### src/rtl/acc_alu_pkg.sv
package acc_alu_pkg;

  typedef enum logic [1:0] {
    FN_ADDSUB = 2'b00,
    FN_AND    = 2'b01,
    FN_PASS   = 2'b10,
    FN_ROTR   = 2'b11
  } alu_fn_e;

  // upper two control bits select the function; bit 0 is the subtract modifier
  function automatic alu_fn_e fn_of(input logic [2:0] ctl);
    return alu_fn_e'(ctl[2:1]);
  endfunction

  function automatic logic fn_sets_carry(input alu_fn_e fn);
    return (fn == FN_ADDSUB) || (fn == FN_ROTR);
  endfunction

endpackage

### src/rtl/acc_alu_addsub.sv
module acc_alu_addsub #(
  parameter int W = 8
) (
  input  logic [W-1:0] a_i,
  input  logic [W-1:0] b_i,
  input  logic         sub_i,
  output logic [W-1:0] sum_o,
  output logic         cout_o
);

  logic [W:0] chain;

  assign chain[0] = sub_i;

  for (genvar i = 0; i < W; i++) begin : g_bit
    logic b_eff;
    logic prop;
    assign b_eff       = b_i[i] ^ sub_i;
    assign prop        = a_i[i] ^ b_eff;
    assign sum_o[i]    = prop ^ chain[i];
    assign chain[i+1]  = (a_i[i] & b_eff) | (prop & chain[i]);
  end

  assign cout_o = chain[W];

endmodule

### src/rtl/acc_alu_rotr.sv
module acc_alu_rotr #(
  parameter int W = 8
) (
  input  logic [W-1:0] a_i,
  input  logic         cin_i,
  output logic [W-1:0] y_o,
  output logic         cout_o
);

  for (genvar i = 0; i < W - 1; i++) begin : g_shift
    assign y_o[i] = a_i[i+1];
  end

  assign y_o[W-1] = cin_i;
  assign cout_o   = a_i[0];

endmodule

### src/rtl/acc_alu_carry_reg.sv
module acc_alu_carry_reg (
  input  logic clk,
  input  logic rst_n,
  input  logic upd_en_i,
  input  logic d_i,
  output logic q_o
);

  logic [1:0] rst_sync_q;
  logic       rst_int_n;
  logic       carry_q;
  logic       carry_d;

  // asserted asynchronously, released after two clock edges
  always_ff @(posedge clk or negedge rst_n) begin
    if (!rst_n) begin
      rst_sync_q <= 2'b00;
    end else begin
      rst_sync_q <= {rst_sync_q[0], 1'b1};
    end
  end

  assign rst_int_n = rst_sync_q[1];

  always_comb begin
    carry_d = carry_q;
    if (upd_en_i) begin
      carry_d = d_i;
    end
  end

  always_ff @(posedge clk or negedge rst_int_n) begin
    if (!rst_int_n) begin
      carry_q <= 1'b0;
    end else begin
      carry_q <= carry_d;
    end
  end

  assign q_o = carry_q;

endmodule

### src/rtl/acc_alu.sv
module acc_alu #(
  parameter int W = 8
) (
  input  logic         clk,
  input  logic         rst_n,
  input  logic [W-1:0] acc_i,
  input  logic [W-1:0] opd_i,
  input  logic [2:0]   ctl_i,
  input  logic         acc_we_i,
  input  logic         flag_op_i,
  output logic [W-1:0] res_o,
  output logic         carry_o
);

  import acc_alu_pkg::*;

  alu_fn_e     fn;
  logic [W-1:0] add_y;
  logic         add_c;
  logic [W-1:0] rot_y;
  logic         rot_c;
  logic         carry_q;
  logic         carry_src;
  logic         carry_upd;

  assign fn = fn_of(ctl_i);

  acc_alu_addsub #(.W(W)) u_addsub (
    .a_i    (acc_i),
    .b_i    (opd_i),
    .sub_i  (ctl_i[0]),
    .sum_o  (add_y),
    .cout_o (add_c)
  );

  acc_alu_rotr #(.W(W)) u_rotr (
    .a_i    (acc_i),
    .cin_i  (carry_q),
    .y_o    (rot_y),
    .cout_o (rot_c)
  );

  // four-input result multiplexer
  always_comb begin
    unique case (fn)
      FN_ADDSUB: res_o = add_y;
      FN_AND:    res_o = acc_i & opd_i;
      FN_PASS:   res_o = opd_i;
      FN_ROTR:   res_o = rot_y;
      default:   res_o = add_y;
    endcase
  end

  // carry source select and update qualifier
  always_comb begin
    carry_src = (fn == FN_ROTR) ? rot_c : add_c;
    carry_upd = acc_we_i & flag_op_i & fn_sets_carry(fn);
  end

  acc_alu_carry_reg u_carry (
    .clk      (clk),
    .rst_n    (rst_n),
    .upd_en_i (carry_upd),
    .d_i      (carry_src),
    .q_o      (carry_q)
  );

  assign carry_o = carry_q;

endmodule

### config.mk
export PLATFORM = sky130hd
export DESIGN_NAME = acc_alu
export DESIGN_NICKNAME = d
export VERILOG_FILES = /design/src/rtl/acc_alu_pkg.sv /design/src/rtl/acc_alu_addsub.sv /design/src/rtl/acc_alu_rotr.sv /design/src/rtl/acc_alu_carry_reg.sv /design/src/rtl/acc_alu.sv
export SDC_FILE = /design/constraint.sdc
export NUM_CORES = 1
export LEC_CHECK = 0
export BUFFER_PORTS_ARGS = -buffer_cell sky130_fd_sc_hd__buf_2
export CORE_MARGIN = 2
export CORE_UTILIZATION = 45
export DETAILED_ROUTE_END_ITERATION = 7
export GPL_TIMING_DRIVEN = 0
export PLACE_DENSITY = 0.76
export SYNTH_ARGS = -nofsm -noshare
export SYNTH_HDL_FRONTEND = slang
export SYNTH_SLANG_ARGS = --single-unit
### constraint.sdc
create_clock -name clk -period 4.2 [get_ports clk]
set_input_delay 0.21 -clock clk [delete_from_list [all_inputs] [get_ports clk]]
set_output_delay 0.21 -clock clk [all_outputs]
set_load 0.01 [all_outputs]
* Word level (Yosys, flattened, before mapping)
Cells that the tools add are included.
Cells by class: reductions and logical operators 2, bitwise gates (word level) 51, eq/ne operators 3, muxes and demuxes 2
Operators with widths (number):
- 8-bit case mux with 4 select lines | 1
- 1-bit XOR | 24
- 1-bit AND | 18
- 8-bit AND | 1
- 1-bit bitwise OR | 8
- 2-bit == test, second input constant | 2
- 2-bit by 1-bit == test with 1-bit output, second input constant | 1
- 2-bit zero test | 1
- 1-bit logical OR | 1
- 1-bit 2-to-1 mux | 1
Storage, ports and cells: output and inout bits 9, register bits after elaboration 3

* Depth between registers and ports, before layout
depth after elaboration 19, mapped depth 12, mapped depth without buffers 11

* Modules after synthesis
A second synthesis with hierarchy kept.
Second synthesis, totals: cell total of the unflattened synthesis 98, area total of the unflattened synthesis 867.1 µm²
Modules (own cells, without submodules):
- acc_alu | area each 417.9 µm², times used 1, cells each 54, seq. area each 0.0 µm²
- acc_alu_addsub | area each 287.8 µm², times used 1, cells each 30, seq. area each 0.0 µm²
- acc_alu_carry_reg | area each 93.8 µm², times used 1, cells each 5, seq. area each 75.1 µm²
- acc_alu_rotr | area each 67.6 µm², times used 1, cells each 9, seq. area each 0.0 µm²

* Worst setup path after synthesis
OpenSTA, ideal clock, no wires.
path kind in2out, start point in ctl_i[0], end point out res_o[7], path buffers 1, path slack 0.521 ns, required time 3.990 ns, arrival time 3.469 ns, stages on the path 12, cell sequence buf_2 -> xnor2_1 -> fa_1 -> fa_1 -> fa_1 -> fa_1 -> fa_1 -> fa_1 -> inv_1 -> fa_1 -> nand2_1 -> o211ai_1
On the way: longest elaborated chain between the ends 18, elaborated cells between the ends (all ways) 39, those cells by class mux (1); bitwise (38)
RTL lines:
- start: declaration | RTL line acc_alu.sv:8 | input logic [2:0] ctl_i,
- 1-bit XOR | RTL line acc_alu_addsub.sv:18 | assign b_eff = b_i[i] ^ sub_i;
- 1-bit XOR | RTL line acc_alu_addsub.sv:19 | assign prop = a_i[i] ^ b_eff;
- 1-bit AND | RTL line acc_alu_addsub.sv:21 | assign chain[i+1] = (a_i[i] & b_eff) | (prop & chain[i]);
- 1-bit bitwise OR | RTL line acc_alu_addsub.sv:21
- 1-bit AND | RTL line acc_alu_addsub.sv:21
- 1-bit bitwise OR | RTL line acc_alu_addsub.sv:21
- 1-bit AND | RTL line acc_alu_addsub.sv:21
- 1-bit bitwise OR | RTL line acc_alu_addsub.sv:21
- [... 2 more ...]
- 1-bit AND | RTL line acc_alu_addsub.sv:21
- 1-bit bitwise OR | RTL line acc_alu_addsub.sv:21
- 1-bit AND | RTL line acc_alu_addsub.sv:21
- 1-bit bitwise OR | RTL line acc_alu_addsub.sv:21
- 1-bit AND | RTL line acc_alu_addsub.sv:21
- 1-bit bitwise OR | RTL line acc_alu_addsub.sv:21
- 1-bit XOR (*) | RTL line acc_alu_addsub.sv:20 | assign sum_o[i] = prop ^ chain[i];
- 8-bit case mux with 4 select lines (*) | RTL line acc_alu.sv:45 | unique case (fn)
- end: declaration | RTL line acc_alu.sv:11 | output logic [W-1:0] res_o,
Mark *: on every way between the ends. The rest lies on a longest branch, timed or not.

* Worst setup path in the final report
Ends and elaborated chain as after synthesis.

==> results.yml <==
synth:
  post_synth.cell_area_avg_um2: 8.76
  syn-num-nets: 115
  yosys.area_share.adder: 0.289
  yosys.area_share.simple: 0.207
  synth_compound_area_frac: 0.139
  synth_top_family_by_area: "adder cells"
  ys_seq_elements: 3
  synthMuxAreaShare: 0.0661
  syn_area_um2: 701
  yosysSeqAreaShare: 0.107
  syn_inst: 80
  synth_warnings: 0
  yosysUniqueCellTypes: 19
  synth_xor_area_frac: 0.0875
placement:
  dp.cells: 126
  hpwl_mm: 1.28
  gp_congestion: 0.774
  port_buffers: 30
timing:
  setup_violations: 0
  fin_setup_tns_ns: 0
  clock_skew_ns: 0.000634
  layout_min_cycle_time_ns: 3.93
  fmax_mhz: 254
  maxSlewViolCount: 0
  fin_crit_sh: 0.936
  rsz0062_at_grt: "false"
  timing_hold_violations_final: 0
cells_and_area:
  area_delta_synth_final_pct: 29.5
  layout_commonest_cell: "buf_2"
  layout.cells.non_filler: 131
  final_nets: 151
  drive_gt1_frac: 0.322
  antenna_cells: 0
  fin_util: 0.609
  final_cell_mix: "buf_2, nand2b_1, inv_1, nand3b_1"
global_route:
  grt-ovfl-total: 0
  grtUsageTotal: 0.183
  grt_pass1_vias: 681
  grt_pass1_wl_mm: 2.71
  grt_max_degree: 11
  antenna_found_initial: 0
critical_path:
  r2r_cells: 1
  path_max_fanout: 8
  cp.required_ns: 3.99
  path_cells: "buf_2 > xnor2_1 > fa_1 > fa_1 > fa_1 > fa_1 > fa_1 > fa_1 > inv_1 > fa_1 > nand2_1 > o211ai_1 > buf_2"
  crit_path_top_delay_cell: "fa_1"
  cp-end-kind: "output pin"
  crit_type: "input pin to output pin"
  cp-start-kind: "input pin"
  max_stage_delay_ns: 0.43
  worst-endpoint-arrival_ns: 3.72
  cpMostUsedCell: "fa_1"
floorplan:
  fp.dieH_um: 43.5
  rows: 14
  die_w_um: 43.5
  dieArea_um2: 1890
  io_pins: 32
  coreArea_um2: 1490
  start_util: 0.471
clocking:
  cts_tree: "built"
  postCtsSetupRepairBufs: 0
  cts.sinks: 3
  clk_pin_slew_worst_paths_ns: 0.04
  cts_max_level: 1
  cts-resized-gates: 0
  root_buffer: "clkbuf_4"
  cts_inserted_buffers: 3
  clockBufferDepth: 2
  clk_latency_ns: 0.23
  ctsHoldBuffers: 1
drt:
  drt-total-wl_mm: 1.52
  wl_per_cell_um: 11.6
  ant_nets: 0
  drc: 0
  detail_route.first_pass.iterations: 4
  drtIter0Drc: 9
  via_count: 671
  viasPerCell: 5.12
pwr:
  ir_worst_vdd_mv: 0.153
  p_leak_nw: 0.440
  p_per_area_nw_per_um2: 214
min_path:
  hold_class: "flip-flop to async pin"
outcome:
  status: "finished, final reports clean"
run:
  drv_cap: 0
-- critical path, delay by kind of cell --
kind / cells / cell delay, ns
AOI/OAI and AO/OA: 1 / 0.09
xor gates and xnor gates: 1 / 0.13
and+or+nand+nor: 1 / 0.08
adders and majority gates: 7 / 2.78
buffers and inverters: 3 / 0.44
-- final cells by class --
cell class	instances	area, um2
plain buffers	6	31.3
repair buffers	31	160
fillers	144	582
well taps	16	20.0
flip-flops and latches	3	75.1
multi-input cells	61	557
inverters	10	37.5
clock buffers	4	26.3
-- power by group --
part / internal, mW / switching (mW) / leakage, nW
Sequential: 0.0333 / 0.00242 / 0.0351
Clock: 0.0356 / 0.0146 / 0.0150
Combinational: 0.0554 / 0.0532 / 0.390
-- sequential cells by signal, summed over array words and instances, names as in the netlist --
signal and flops:
u_carry.rst_sync_q 2, u_carry.q_o 1
-- per-layer routing --
metal	part of all wire	up-vias	wire length (um)	global-route usage
li1	-	333	-	-
met1	0.40	322	601	0.243
met2	0.55	16	842	0.322
met3	0.049	0	74	0.00833
met4	0	0	0	0.0545
met5	0	-	0	0
-- cell usage after synthesis --
| cell | n | area [um2] |
|---|---|---|
| fa_1 | 7 | 140 |
| xor2_1 | 1 | 8.76 |
| clkbuf_1 | 4 | 15.0 |
| o211ai_1 | 7 | 52.6 |
| dfrtp_1 | 3 | 75.1 |
| mux2i_1 | 2 | 20.0 |
| ha_1 | 5 | 62.6 |
| a21oi_1 | 7 | 35.0 |
| nand3b_1 | 8 | 60.1 |
| mux2_2 | 1 | 11.3 |
| inv_1 | 10 | 37.5 |
| nand2_1 | 1 | 3.75 |
| mux2_4 | 1 | 15.0 |
| xnor2_1 | 6 | 52.6 |
| a222oi_1 | 1 | 10.0 |
| nand2b_1 | 13 | 81.3 |
| buf_6 | 1 | 11.3 |
| buf_2 | 1 | 5.00 |
| conb_1 | 1 | 3.75 |
-- cell families after synthesis --
kind of cell / count (synthesis)
DFF: 3
and+or+nand+nor: 22
muxes: 4
buffers and inverters: 16
adders and majority gates: 12
xor gates and xnor gates: 7
AOI/OAI and AO/OA: 15
other: 1
-- per-stage QoR --
step	cell area, um2	setup WS (ns)	total power [mW]	hold slack (ns)
after global placement	871	0.274	0.141	-0.00537
after CTS	907	0.237	0.200	0.00541
after detailed placement	871	0.258	0.146	-0.00327
after floorplan	701	0.521	0.105	-0.0856
final	907	0.268	0.194	0.00419
after global routing	907	0.112	0.215	0.00267
-- path summary, 6_finish.rpt --
path / startpoint / end / slack, ns
max: ctl_i[0] / res_o[7] / 0.27
min: u_carry.rst_sync_q[1]$_DFF_PN0_ / u_carry.q_o$_DFFE_PN0P_ / 0.004
max in group asynchronous: rst_n / u_carry.rst_sync_q[0]$_DFF_PN0_ / 3.82
min in group clk: flag_op_i / u_carry.q_o$_DFFE_PN0P_ / 0.34
max reg2reg: u_carry.q_o$_DFFE_PN0P_ / u_carry.q_o$_DFFE_PN0P_ / 3.44
min reg2reg: u_carry.rst_sync_q[1]$_DFF_PN0_ / u_carry.q_o$_DFFE_PN0P_ / 0.004
(Power assumes the default switching activity.)
